## config.mk

```make
export PLATFORM = sky130hd
export DESIGN_NAME = tx_start_gate
export DESIGN_NICKNAME = d
export VERILOG_FILES = /design/src/rtl/txs_pkg.sv /design/src/rtl/txs_thresh.sv /design/src/rtl/txs_datapath.sv /design/src/rtl/txs_control.sv /design/src/rtl/tx_start_gate.sv
export SDC_FILE = /design/constraint.sdc
export NUM_CORES = 1
export LEC_CHECK = 0
export ABC_AREA = 1
export BUFFER_PORTS_ARGS = -buffer_cell sky130_fd_sc_hd__buf_2
export CORE_MARGIN = 4
export CORE_UTILIZATION = 50
export CTS_BUF_LIST = sky130_fd_sc_hd__clkbuf_4 sky130_fd_sc_hd__clkbuf_8 sky130_fd_sc_hd__clkbuf_16
export CTS_CLUSTER_DIAMETER = 120
export DETAILED_ROUTE_END_ITERATION = 10
export MAX_ROUTING_LAYER = met4
export PLACE_DENSITY = 0.82
export SYNTH_ARGS = -nofsm -noshare
export SYNTH_HDL_FRONTEND = slang
export SYNTH_SLANG_ARGS = --single-unit
```

## constraint.sdc

```tcl
create_clock -name clk -period 4.3 [get_ports clk]
set_input_delay 1.29 -clock clk [delete_from_list [all_inputs] [get_ports clk]]
set_output_delay 1.29 -clock clk [all_outputs]
set_load 0.02 [all_outputs]
```

## src/rtl/txs_pkg.sv

```systemverilog
package txs_pkg;

  typedef enum logic [1:0] {
    SEL_STORE   = 2'b00,
    SEL_DEFAULT = 2'b01,
    SEL_HALF    = 2'b10,
    SEL_QUARTER = 2'b11
  } thrSel_e;

  typedef enum logic {
    ST_WAIT = 1'b0,
    ST_SEND = 1'b1
  } gateState_e;

  // strobes from control to datapath
  typedef struct packed {
    logic grantHead;     // release oldest complete queued packet
    logic grantLoading;  // release packet still being loaded (threshold start)
  } ctlStrobe_t;

endpackage

```

## src/rtl/txs_thresh.sv

```systemverilog
module txs_thresh
  import txs_pkg::*;
#(
  parameter int DEPTH_WORDS   = 512,
  parameter int DEFAULT_WORDS = 432,
  parameter int CNT_W         = 10
) (
  input  logic [1:0]       thrSel,
  input  logic             enhanceEn,
  output logic [CNT_W-1:0] thrWords,
  output logic             sfSelected
);

  localparam logic [CNT_W-1:0] THR_FULL    = CNT_W'(DEPTH_WORDS);
  localparam logic [CNT_W-1:0] THR_DEFAULT = CNT_W'(DEFAULT_WORDS);
  localparam logic [CNT_W-1:0] THR_HALF    = CNT_W'(DEPTH_WORDS / 2);
  localparam logic [CNT_W-1:0] THR_QUARTER = CNT_W'(DEPTH_WORDS / 4);

  thrSel_e effSel;

  // a disabled enhancement falls back to the default setting
  assign effSel = enhanceEn ? thrSel_e'(thrSel) : SEL_DEFAULT;

  always_comb begin
    sfSelected = 1'b0;
    thrWords   = THR_DEFAULT;
    case (effSel)
      SEL_STORE: begin
        thrWords   = THR_FULL;
        sfSelected = 1'b1;
      end
      SEL_DEFAULT: thrWords = THR_DEFAULT;
      SEL_HALF:    thrWords = THR_HALF;
      SEL_QUARTER: thrWords = THR_QUARTER;
      default:     thrWords = THR_DEFAULT;
    endcase
  end

endmodule

```

## src/rtl/txs_datapath.sv

```systemverilog
module txs_datapath
  import txs_pkg::*;
#(
  parameter int DEPTH_WORDS = 512,
  parameter int CNT_W       = 10,
  parameter int PKT_W       = 4
) (
  input  logic             clk,
  input  logic             rstN,
  input  logic             wrValid,
  input  logic             wrEop,
  input  ctlStrobe_t       strb,
  output logic [CNT_W-1:0] wordCount,
  output logic             headFull,
  output logic             loadingGranted
);

  localparam logic [CNT_W-1:0] COUNT_CAP = CNT_W'(DEPTH_WORDS);
  localparam logic [PKT_W-1:0] PKT_MAX   = '1;

  logic [PKT_W-1:0] fullPkts;
  logic             eopWr;
  logic             pktIn;

  assign eopWr = wrValid & wrEop;
  // a packet already released early does not join the complete-packet queue
  assign pktIn = eopWr & ~(loadingGranted | strb.grantLoading);
  assign headFull = (fullPkts != '0);

  always_ff @(posedge clk or negedge rstN) begin
    if (!rstN) begin
      wordCount      <= '0;
      fullPkts       <= '0;
      loadingGranted <= 1'b0;
    end else begin
      if (wrValid) begin
        if (wrEop)                       wordCount <= '0;
        else if (wordCount != COUNT_CAP) wordCount <= wordCount + CNT_W'(1);
      end
      case ({pktIn, strb.grantHead})
        2'b10:   fullPkts <= fullPkts + PKT_W'(1);
        2'b01:   fullPkts <= fullPkts - PKT_W'(1);
        default: fullPkts <= fullPkts;
      endcase
      loadingGranted <= (loadingGranted | strb.grantLoading) & ~eopWr;
    end
  end

  // the queue of complete packets never wraps
  assert_no_overflow_R10: assert property (@(posedge clk) disable iff (!rstN)
    (fullPkts == PKT_MAX) |-> !(pktIn && !strb.grantHead));

  // a single release source per cycle
  assert_one_grant_R8: assert property (@(posedge clk) disable iff (!rstN)
    $onehot0({strb.grantHead, strb.grantLoading}));

endmodule

```

## src/rtl/txs_control.sv

```systemverilog
module txs_control
  import txs_pkg::*;
#(
  parameter int CNT_W = 10
) (
  input  logic             clk,
  input  logic             rstN,
  input  logic [CNT_W-1:0] thrWords,
  input  logic             sfSelected,
  input  logic [CNT_W-1:0] wordCount,
  input  logic             headFull,
  input  logic             loadingGranted,
  input  logic [CNT_W-1:0] fifoLevel,
  input  logic             txDone,
  input  logic             txUnderrun,
  output ctlStrobe_t       strb,
  output logic             startOk,
  output logic             retryMode
);

  gateState_e state, nextState;
  logic       retryNext;
  logic       sfMode;
  logic       underrunEvt;

  assign sfMode      = sfSelected | retryMode;
  assign underrunEvt = (state == ST_SEND) &&
                       (txUnderrun || (loadingGranted && (fifoLevel == '0)));

  always_comb begin
    strb      = '0;
    nextState = state;
    retryNext = retryMode;
    case (state)
      ST_WAIT: begin
        if (headFull) begin
          strb.grantHead = 1'b1;
          nextState      = ST_SEND;
        end else if (!sfMode && !loadingGranted && (wordCount >= thrWords)) begin
          strb.grantLoading = 1'b1;
          nextState         = ST_SEND;
        end
      end
      ST_SEND: begin
        if (underrunEvt) begin
          nextState = ST_WAIT;
          retryNext = 1'b1;
        end else if (txDone) begin
          nextState = ST_WAIT;
          retryNext = 1'b0;
        end
      end
      default: nextState = ST_WAIT;
    endcase
  end

  always_ff @(posedge clk or negedge rstN) begin
    if (!rstN) begin
      state     <= ST_WAIT;
      retryMode <= 1'b0;
    end else begin
      state     <= nextState;
      retryMode <= retryNext;
    end
  end

  assign startOk = (state == ST_SEND);

  // permission holds while nothing ends the packet
  assert_hold_R6: assert property (@(posedge clk) disable iff (!rstN)
    (startOk && !txDone && !txUnderrun && !(loadingGranted && fifoLevel == '0))
      |=> startOk);

  // a reported underrun withdraws permission and forces retry
  assert_underrun_retry_R7: assert property (@(posedge clk) disable iff (!rstN)
    (startOk && txUnderrun) |=> (retryMode && !startOk));

  // in retry mode only a complete packet is released
  assert_sf_complete_R8: assert property (@(posedge clk) disable iff (!rstN)
    ($rose(startOk) && retryMode) |-> $past(headFull));

  // any release is backed by a complete packet or a reached threshold
  assert_thresh_reached_R2: assert property (@(posedge clk) disable iff (!rstN)
    $rose(startOk) |-> $past(headFull || (wordCount >= thrWords)));

  // retry ends only through a clean completion
  assert_retry_clear_R9: assert property (@(posedge clk) disable iff (!rstN)
    $fell(retryMode) |-> $past(startOk && txDone));

  // drain-side pulses while idle leave retry untouched
  assert_idle_ignore_R11: assert property (@(posedge clk) disable iff (!rstN)
    (!startOk && !retryMode) |=> !retryMode);

endmodule

```

## src/rtl/tx_start_gate.sv

```systemverilog
module tx_start_gate
  import txs_pkg::*;
#(
  parameter int FIFO_BYTES    = 2048,
  parameter int WORD_BYTES    = 4,
  parameter int DEFAULT_WORDS = 432,
  parameter int PKT_W         = 4,
  parameter int CNT_W         = $clog2(FIFO_BYTES / WORD_BYTES + 1)
) (
  input  logic             clk,
  input  logic             rstN,
  input  logic [1:0]       thrSel,
  input  logic             enhanceEn,
  input  logic             wrValid,
  input  logic             wrEop,
  input  logic [CNT_W-1:0] fifoLevel,
  input  logic             txDone,
  input  logic             txUnderrun,
  output logic             startOk,
  output logic             retryMode
);

  localparam int DEPTH_WORDS = FIFO_BYTES / WORD_BYTES;

  logic [CNT_W-1:0] thrWords;
  logic             sfSelected;
  logic [CNT_W-1:0] wordCount;
  logic             headFull;
  logic             loadingGranted;
  ctlStrobe_t       strb;

  txs_thresh #(
    .DEPTH_WORDS  (DEPTH_WORDS),
    .DEFAULT_WORDS(DEFAULT_WORDS),
    .CNT_W        (CNT_W)
  ) u_thresh (
    .thrSel    (thrSel),
    .enhanceEn (enhanceEn),
    .thrWords  (thrWords),
    .sfSelected(sfSelected)
  );

  txs_datapath #(
    .DEPTH_WORDS(DEPTH_WORDS),
    .CNT_W      (CNT_W),
    .PKT_W      (PKT_W)
  ) u_datapath (
    .clk           (clk),
    .rstN          (rstN),
    .wrValid       (wrValid),
    .wrEop         (wrEop),
    .strb          (strb),
    .wordCount     (wordCount),
    .headFull      (headFull),
    .loadingGranted(loadingGranted)
  );

  txs_control #(
    .CNT_W(CNT_W)
  ) u_control (
    .clk           (clk),
    .rstN          (rstN),
    .thrWords      (thrWords),
    .sfSelected    (sfSelected),
    .wordCount     (wordCount),
    .headFull      (headFull),
    .loadingGranted(loadingGranted),
    .fifoLevel     (fifoLevel),
    .txDone        (txDone),
    .txUnderrun    (txUnderrun),
    .strb          (strb),
    .startOk       (startOk),
    .retryMode     (retryMode)
  );

endmodule

```

==> results.cfg <==
[worst_setup_path]
timing.rr.start = u_datapath.wordCount[5]$_DFFE_PN0P_
cpPeakStageDelay_ns = 0.34
cp-end-kind = register
cp_common_cell = nand2_1
reg2regPathDepth = 15
worstReg2RegEnd = u_datapath.fullPkts[3]$_DFFE_PN0P_
path_delay_family = adder cells
cp.arrival_ns = 3.78
crit_buf_inv = 3
cp.required_ns = 4.49
path_max_fanout = 6
regToRegSetupSlack_ns = 1.63
worst_path_max_delay_cell = ha_1
cp-start-kind = input pin
path_cells = buf_2, inv_1, nand2_1, ha_1, ha_1, nand2_1, inv_1, a21oi_1, nand3_1, nand3_1, nand3_1, ha_1, ha_1, a21oi_1, nand2_1, a21oi_1, o21ai_0, nand2_1, nand2_1
worst-setup-path-type = input pin to register

[clocking]
numCtsBuffers = 3
clock_latency_ns = 0.29
clk_path_buf_depth = 2
clock_sinks = 17
clk_pin_slew_ns = 0.09
cts_tree = built
cts_hold_buffers = 0
postCtsSetupBuffers = 0
cts-root-buf = clkbuf_4
cts_resized = 0
htreeDepth = 1

[drt]
route.detailed.drc = 0
wl_per_cell_um = 10.1
vias_per_cell = 4.83
drt_iter0_markers = 39
route.vias.total = 1135
drt_first_pass_iters = 5
ant_nets = 0
wl_mm = 2.37

[global_route]
antenna_found_initial = 0
grt_usage_pct = 16.7
overflow = 0
grt_pass1_vias = 1015
grt_pass1_wl_mm = 4.34
grt_max_degree = 18

[final_layout]
finalInstanceArea_um2 = 1440
drive_above_1_share_pct = 15.6
stdcell_count = 235
final_util_pct = 58.7
area_growth_pct = 12.2
nNetsFinal = 237
n_antenna_cell = 0
fillers = 250

[placed_design]
dpl.cell_count = 231
portBuffers = 20
gp_congestion = 0.822
post_dp_cell_area_um2 = 1410
hpwlAfterDp_mm = 1.85

[sta]
rsz0062_at_grt = no
hold_viol_final = 0
setup_viol = 0
period_share_pct = 83.5
fin_crit_ns = 3.59
fmax_ghz = 0.278
relSlewSlack_pct = 75.1
timing.setup.tns_ns = 0
worst_pin_slew_ns = 0.374
skew_ns = 0.000841
maxSlewViolCount = 0

[logic_synthesis]
async_flop_share_pct = 100
ys_ff_latch = 17
yosysSeqAreaShare_pct = 33.1
syn_nets = 213
synthFlopType = dfrtp_1
synthTopCellsByArea = dfrtp_1, nand2_1, ha_1, inv_1, nand3_1
synth_top_cell_area_share_pct = 33.1
syn-mean-instance-area_um2 = 7.05
synth_most_common_cell = nand2_1
yosys_warnings = 0
ys_top_cells_by_count = nand2_1, inv_1, dfrtp_1
synthCells = 182
yosysTopAreaCell = dfrtp_1
synth_edf_count = 0
syn_area_um2 = 1280
synth_cell_type_count = 23

[flow_run]
drv_cap = 0

[floorplan]
dieArea_um2 = 3440
ios = 21
coreArea_um2 = 2450
chipWidth_um = 58.7
fp.dieH_um = 58.7
rows = 18
initial_core_util_pct = 52.3

[worst_hold_path]
min_path_type = register to register
hold_depth = 1
min_from = u_datapath.fullPkts[0]$_DFFE_PN0P_
hold_path_end = u_datapath.fullPkts[0]$_DFFE_PN0P_

[power]
ir_drop_mv = 0.442
power_leakage_nw = 0.755
p_total_w = 0.000558
cellPowerDensity_nw_per_um2 = 387

[status]
status = finished, final reports clean
==> kinds of logic (layout without fill, tap and decap cells) <==
group,Yosys count,in the layout,share of synthesized area [%]
flip-flops,17,17,33.1
adder cells (fa/ha/maj),12,12,12.3
XOR/XNOR,5,5,3.41
AND/OR/NAND/NOR,93,93,31.8
AO/OA/AOI/OAI,22,22,9.16
buffers and inverters,33,56,10.2
==> cell usage in the layout (no fill, tap or decap), drive strengths merged <==
master / Yosys / final
nor3: 5 / 5
o211ai: 1 / 1
nor2: 16 / 16
ha: 11 / 11
dfrtp: 17 / 17
a21oi: 5 / 5
xnor2: 1 / 1
buf: 1 / 20
nand3b: 1 / 1
a31oi: 1 / 1
nand3: 17 / 17
o21ai: 15 / 15
clkbuf: 0 / 4
xor2: 4 / 4
inv: 32 / 32
nand4: 2 / 2
fa: 1 / 1
nand2: 52 / 52
==> final cells by class <==
class                      instances  area, um^2  area share [%]
clock buffer                       4        30.0            2.09
inverter                          32         120            8.34
multi-input combinational        132         727            50.5
sequential                        17         425            29.5
tap                               30        37.5            2.61
timing repair buffer              20         100            6.95
==> per-stage QoR <==
| step | setup WS, ns | hold slack, ns |
|---|---|---|
| after detailed placement | 0.397 | 0.488 |
| after global routing | 0.426 | 0.547 |
| final | 0.708 | 0.515 |
| after CTS | 0.721 | 0.507 |
| after floorplan | 0.688 | 0.464 |
| after global placement | 0.481 | 0.487 |
==> power by group <==
part | switching (W) | internal, W
logic | 0.000143 | 0.0000979
clock network | 0.0000491 | 0.0000424
registers | 0.0000305 | 0.000195
total | 0.000223 | 0.000335
==> how the worst max path moves through the flow <==
stage	start	to	depth (start not counted)	slack, ns
2_1_floorplan	thrSel[0]	u_datapath.fullPkts[3]$_DFFE_PN0P_	18	0.69
3_3_place_gp	thrSel[0]	u_datapath.fullPkts[3]$_DFFE_PN0P_	19	0.48
3_5_place_dp	thrSel[0]	u_datapath.fullPkts[3]$_DFFE_PN0P_	19	0.40
4_1_cts	thrSel[0]	u_datapath.fullPkts[3]$_DFFE_PN0P_	19	0.72
5_1_grt	thrSel[0]	u_datapath.fullPkts[3]$_DFFE_PN0P_	19	0.43
6_report	thrSel[0]	u_datapath.fullPkts[3]$_DFFE_PN0P_	19	0.71
==> sequential cells by signal, summed over array words and instances (netlist names) <==
signal                     cells
u_control.startOk              1
u_datapath.loadingGranted      1
u_datapath.fullPkts            4
u_control.retryMode            1
u_datapath.wordCount          10
==> layer usage <==
layer	GRT usage [%]	share of wire (%)	vias up
li1	-	-	630
met4	6.80	1.8	0
met1	23.5	50	471
met3	3.73	7.8	5
met5	-	0	-
met2	23.1	41	29
No activity file was read; power rests on OpenSTA's default activity.
